File: config.mk
export PLATFORM = sky130hd
export DESIGN_NAME = bus_parity_unit
export DESIGN_NICKNAME = d
export VERILOG_FILES = /design/src/rtl/bpar_pkg.sv /design/src/rtl/bpar_tree.sv /design/src/rtl/bpar_phase_fsm.sv /design/src/rtl/bpar_err.sv /design/src/rtl/bus_parity_unit.sv
export SDC_FILE = /design/constraint.sdc
export NUM_CORES = 1
export LEC_CHECK = 0
export BUFFER_PORTS_ARGS = -buffer_cell sky130_fd_sc_hd__buf_2
export CELL_PAD_IN_SITES_DETAIL_PLACEMENT = 1
export CELL_PAD_IN_SITES_GLOBAL_PLACEMENT = 2
export CORE_ASPECT_RATIO = 0.5
export CORE_MARGIN = 10
export CORE_UTILIZATION = 32
export DETAILED_ROUTE_END_ITERATION = 10
export GPL_TIMING_DRIVEN = 0
export HOLD_SLACK_MARGIN = 0.15
export PLACE_DENSITY = 0.88
export SKIP_CTS_REPAIR_TIMING = 1
export SYNTH_ARGS = -nofsm -noshare
export SYNTH_HDL_FRONTEND = slang
export SYNTH_HIERARCHICAL = 1
export SYNTH_SLANG_ARGS = --single-unit
File: constraint.sdc
create_clock -name clk -period 2.55 [get_ports clk]
set_input_delay 0.1275 -clock clk [delete_from_list [all_inputs] [get_ports clk]]
set_output_delay 0.1275 -clock clk [all_outputs]
set_load 0.03 [all_outputs]
File: src/rtl/bpar_pkg.sv
package bpar_pkg;

    localparam int unsigned AD_W_DEF  = 32;
    localparam int unsigned CBE_W_DEF = 4;
    localparam int unsigned GRP_DEF   = 8;

    typedef enum logic [1:0] {
        PH_IDLE  = 2'd0,
        PH_DRIVE = 2'd1,
        PH_RECV  = 2'd2
    } phase_e;

endpackage

File: src/rtl/bpar_tree.sv
module bpar_tree #(
    parameter int unsigned W   = 36,
    parameter int unsigned GRP = 8
) (
    input  logic [W-1:0] bits_i,
    output logic         odd_o
);
    localparam int unsigned NG  = (W + GRP - 1) / GRP;
    localparam int unsigned PADW = NG * GRP;

    logic [PADW-1:0] padded;
    logic [NG-1:0]   part;

    always_comb begin
        padded         = '0;
        padded[W-1:0]  = bits_i;
    end

    // first level: one XOR reduction per group of GRP bits
    for (genvar g = 0; g < NG; g++) begin : g_grp
        assign part[g] = ^padded[g*GRP +: GRP];
    end

    assign odd_o = ^part;

endmodule

File: src/rtl/bpar_phase_fsm.sv
module bpar_phase_fsm #(
    parameter int unsigned BW = 36
) (
    input  logic          clk,
    input  logic          rst_n,
    input  logic          phase_vld_i,
    input  logic          drive_i,
    input  logic [BW-1:0] bus_i,
    output logic [BW-1:0] cap_o,
    output logic          drive_slot_o,
    output logic          recv_slot_o
);
    import bpar_pkg::*;

    phase_e state_q, state_d;

    // next state: purely a function of the current phase strobe
    always_comb begin
        if (!phase_vld_i)
            state_d = PH_IDLE;
        else if (drive_i)
            state_d = PH_DRIVE;
        else
            state_d = PH_RECV;
    end

    // state register
    always_ff @(posedge clk) begin
        if (!rst_n)
            state_q <= PH_IDLE;
        else
            state_q <= state_d;
    end

    // captured bus copy for the lagged parity slot
    always_ff @(posedge clk) begin
        if (!rst_n)
            cap_o <= '0;
        else if (phase_vld_i)
            cap_o <= bus_i;
    end

    // outputs decoded from state
    always_comb begin
        drive_slot_o = 1'b0;
        recv_slot_o  = 1'b0;
        unique case (state_q)
            PH_IDLE:  ;
            PH_DRIVE: drive_slot_o = 1'b1;
            PH_RECV:  recv_slot_o  = 1'b1;
            default:  ;
        endcase
    end

endmodule

File: src/rtl/bpar_err.sv
module bpar_err (
    input  logic clk,
    input  logic rst_n,
    input  logic mismatch_i,
    input  logic perr_en_i,
    input  logic serr_en_i,
    input  logic fwd_en_i,
    input  logic ds_serr_i,
    input  logic sts_clr_i,
    output logic perr_o,
    output logic serr_o,
    output logic sts_o
);
    logic ds_q;
    logic ds_new;
    logic local_ev;
    logic fwd_ev;

    assign ds_new   = ds_serr_i & ~ds_q;
    assign local_ev = mismatch_i & serr_en_i;
    assign fwd_ev   = ds_new & serr_en_i & fwd_en_i;

    always_ff @(posedge clk) begin
        if (!rst_n) begin
            ds_q   <= 1'b0;
            perr_o <= 1'b0;
            serr_o <= 1'b0;
            sts_o  <= 1'b0;
        end else begin
            ds_q   <= ds_serr_i;
            perr_o <= mismatch_i & perr_en_i;
            serr_o <= local_ev | fwd_ev;
            if (mismatch_i)
                sts_o <= 1'b1;
            else if (sts_clr_i)
                sts_o <= 1'b0;
        end
    end

endmodule

File: src/rtl/bus_parity_unit.sv
module bus_parity_unit #(
    parameter int unsigned AD_W  = bpar_pkg::AD_W_DEF,
    parameter int unsigned CBE_W = bpar_pkg::CBE_W_DEF,
    parameter int unsigned GRP   = bpar_pkg::GRP_DEF
) (
    input  logic             clk,
    input  logic             rst_n,
    input  logic [AD_W-1:0]  ad_i,
    input  logic [CBE_W-1:0] cbe_i,
    input  logic             par_i,
    input  logic             phase_vld_i,
    input  logic             drive_i,
    input  logic             perr_en_i,
    input  logic             serr_en_i,
    input  logic             fwd_en_i,
    input  logic             ds_serr_i,
    input  logic             sts_clr_i,
    output logic             par_o,
    output logic             par_oe_o,
    output logic             perr_o,
    output logic             serr_o,
    output logic             perr_sts_o
);
    localparam int unsigned BW = AD_W + CBE_W;

    logic [BW-1:0] cap;
    logic          drive_slot;
    logic          recv_slot;
    logic          gen_par;
    logic          mismatch;

    bpar_phase_fsm #(.BW(BW)) u_fsm (
        .clk          (clk),
        .rst_n        (rst_n),
        .phase_vld_i  (phase_vld_i),
        .drive_i      (drive_i),
        .bus_i        ({ad_i, cbe_i}),
        .cap_o        (cap),
        .drive_slot_o (drive_slot),
        .recv_slot_o  (recv_slot)
    );

    bpar_tree #(.W(BW), .GRP(GRP)) u_tree (
        .bits_i (cap),
        .odd_o  (gen_par)
    );

    assign par_oe_o = drive_slot;
    assign par_o    = drive_slot & gen_par;
    assign mismatch = recv_slot & (gen_par ^ par_i);

    bpar_err u_err (
        .clk        (clk),
        .rst_n      (rst_n),
        .mismatch_i (mismatch),
        .perr_en_i  (perr_en_i),
        .serr_en_i  (serr_en_i),
        .fwd_en_i   (fwd_en_i),
        .ds_serr_i  (ds_serr_i),
        .sts_clr_i  (sts_clr_i),
        .perr_o     (perr_o),
        .serr_o     (serr_o),
        .sts_o      (perr_sts_o)
    );

endmodule

==> key figures <==
Clock tree
  – Total CTS buffers: 5
  – Clock root buffer: clkbuf_16
  – Maximum clock path buffer count: 2
  – CTS tree: done
  – Htree depth: 2
  – Clk_lat worst skew: 0.27 ns
  – CTS clk-pin slew, worst paths: 0.06 ns
  – CTS sink cnt: 42

Synth
  – Synthesized flop and latch total: 42
  – Cell area after synthesis: 1900 um2
  – Syn avg cell area: 11.2 um2
  – Syn nets: 216
  – Synth cell types: 19
  – Synth Warn #: 6
  – Gate Count Post-Synth: 170
  – Sequential area share after synthesis: 0.443

Worst setup path
  – Most used cell, CP: xnor2_1
  – CP Class: flop to output pin
  – CP Max Fanout: 2
  – Arr. time, crit path: 2.22 ns
  – R2r startpoint: u_fsm/cap_o[32]
  – Worst path required time: 2.42 ns
  – Critical-path top delay cell: xnor3_1
  – Type of origin of the critical path: flop
  – Crit path buf inv count: 1
  – Reg2reg setup slack: 0.36 ns
  – R2R cell count: 8
  – Slowest stage delay, CP: 0.42 ns
  – Critical path depth: 7
  – Worst r2r dst: u_err/serr_o
  – Crit-path cells: xnor2_1, xnor2_1, xnor2_1, xnor3_1, xnor2_1, and2_2, buf_2
  – Top delay family on crit path: XOR/XNOR gates
  – Nature of the critical path endpoint: output pin

Placed design
  – Placed cells: 292
  – I/O Buffers: 49
  – Detailed Place HPWL: 3340 um
  – DP Area: 2230 um2
  – Final RePlAce weighted congestion: 0.647
  – Setup WS pre-CTS: 0.386 ns

Min path
  – WHS Path Cells: 3
  – Hold EP: u_fsm/cap_o[6]
  – Hold wc startpoint: ad_i[2]
  – Worst hold path class: primary input to flop

Cells and area
  – Syn-to-layout area delta: 35.3%
  – Layout Nets: 292
  – Layout cell share with drive strength beyond 1: 0.248
  – Layout Cells excl Fill: 319
  – Ant. Diodes: 0
  – Final instance area: 2570 um2

Routing
  – Initial DRT Pass Iterations: 4
  – Routed WL: 4560 um
  – DRC viols: 0
  – Starting DRT DRC Count: 43
  – Final ANT Viol Nets: 0
  – WL per Instance: 14.3 um
  – Vias/cell: 4.28
  – Via count: 1365

Global routing
  – Overflow after GRT: 0
  – Vias in the first global route: 1473
  – First-pass GRT wire length: 6900 um
  – Initial antenna violation count: 0
  – Largest net degree at the start of global routing: 12
  – Gr usage total: 0.0902

Timing
  – Final critical-path share of the clock period: 0.920
  – Worst Tran Pin Value: 0.393 ns
  – Fmax: 0.426 GHz
  – Setup tns final: 0 ns
  – Clock skew: 0.00265 ns
  – RSZ-0062 raised after global routing: no
  – Max transition margin: 0.738
  – Slew Limit Fails: 0
  – Post-route setup slack: 0.205 ns
  – Hold slack: 0.117 ns
  – # setup viols final: 0
  – Final Hold Vio Count: 0
  – Final Critical Period: 2.35 ns

Pwr
  – Leakage: 0.00116 uW
  – Pwr/cell area: 676 nW/um2
  – Maximum vdd drop: 0.281 mV

Run status
  – Run status: completed

Run
  – Max cap viols: 0

Die
  – Die Ht: 74.5 um
  – Starting Density: 0.338
  – Die area: 9600 um2
  – Rows: 19
  – Die X: 129 um
  – Num ports: 51
  – Core Area: 5610 um2
-- routing by layer --
layer	GRT usage	vias up	part of all wire
li1	-	700	-
met1	0.0985	641	0.42
met2	0.167	19	0.54
met3	0.0270	5	0.036
met4	0.0300	0	0.010
met5	0	-	0
-- metrics by stage --
| stage | util | power, uW |
|---|---|---|
| finish | 0.458 | 1740 |
| global route | 0.458 | 1820 |
| CTS | 0.422 | 1730 |
| detailed placement | 0.398 | 1140 |
| global placement | 0.398 | 1120 |
| floorplan | - | 1040 |
-- logic make-up (layout without fill, tap and decap cells) --
family	Yosys count	count (layout)	share of synthesized area
AO/OA/AOI/OAI	2	2	0.00923
XOR/XNOR	35	35	0.169
buffers and inverters	8	84	0.0343
flip-flops	42	42	0.443
multiplexers	36	36	0.190
AND/OR/NAND/NOR	47	47	0.155
-- sequential cells by signal (all words and copies together) (netlist names) --
register,count
u_err/perr_o,1
u_err/serr_o,1
u_err/ds_q,1
u_err/sts_o,1
u_fsm/cap_o,36
u_fsm/state_q,2
-- synth_stat cells --
library cell,n,area (um2)
and3_1,2,12.5
xnor2_1,29,254
and2_1,1,6.26
xor2_1,5,43.8
o211a_1,1,10.0
dfxtp_1,42,841
buf_4,1,7.51
nand2_1,1,3.75
o21a_1,1,7.51
mux2i_1,36,360
buf_6,1,11.3
clkbuf_1,3,11.3
buf_8,2,30.0
and3b_1,1,8.76
buf_2,1,5.00
xnor3_1,1,22.5
and2_2,2,15.0
nor2b_1,39,244
nor2_1,1,3.75
-- power by group --
part / total [uW] / internal, uW / switching [uW] / leakage, uW
clock network: 588 / 358 / 230 / 0.0000640
registers: 723 / 698 / 24.8 / 0.000346
logic: 426 / 238 / 188 / 0.000748
-- layout by cell type (no fill, tap or decap), types with 5 or more instances in the layout --
cell type,n
dlygate4sd3_1,20
mux2i_1,36
clkbuf_16,5
buf_2,50
clkbuf_1,5
xnor2_1,29
dfxtp_1,42
xor2_1,5
nor2b_1,39
-- worst min-delay path: cells and delay by family --
family        cells  cell delay, ns
mux               1            0.06
simple gates      1            0.09
buf+inv           1            0.08
-- worst max-delay path by stage --
stage                          from      endpoint  slack [ns]
floorplan           u_fsm/cap_o[28]  u_err/serr_o        0.59
global route        u_fsm/cap_o[32]         par_o        0.07
finish              u_fsm/cap_o[32]         par_o        0.20
global placement    u_fsm/cap_o[32]  u_err/serr_o        0.44
detailed placement   u_fsm/cap_o[2]  u_err/serr_o        0.39
CTS                  u_fsm/cap_o[2]         par_o        0.18
-- area by class of cell --
cell class | count | area, um2
sequential | 42 | 841
fill | 626 | 3040
buffer | 8 | 65.1
timing repair buffer | 69 | 445
clock buffer | 7 | 133
tap | 73 | 91.3
multi-input combinational | 120 | 992
(Power assumes the default switching activity.)
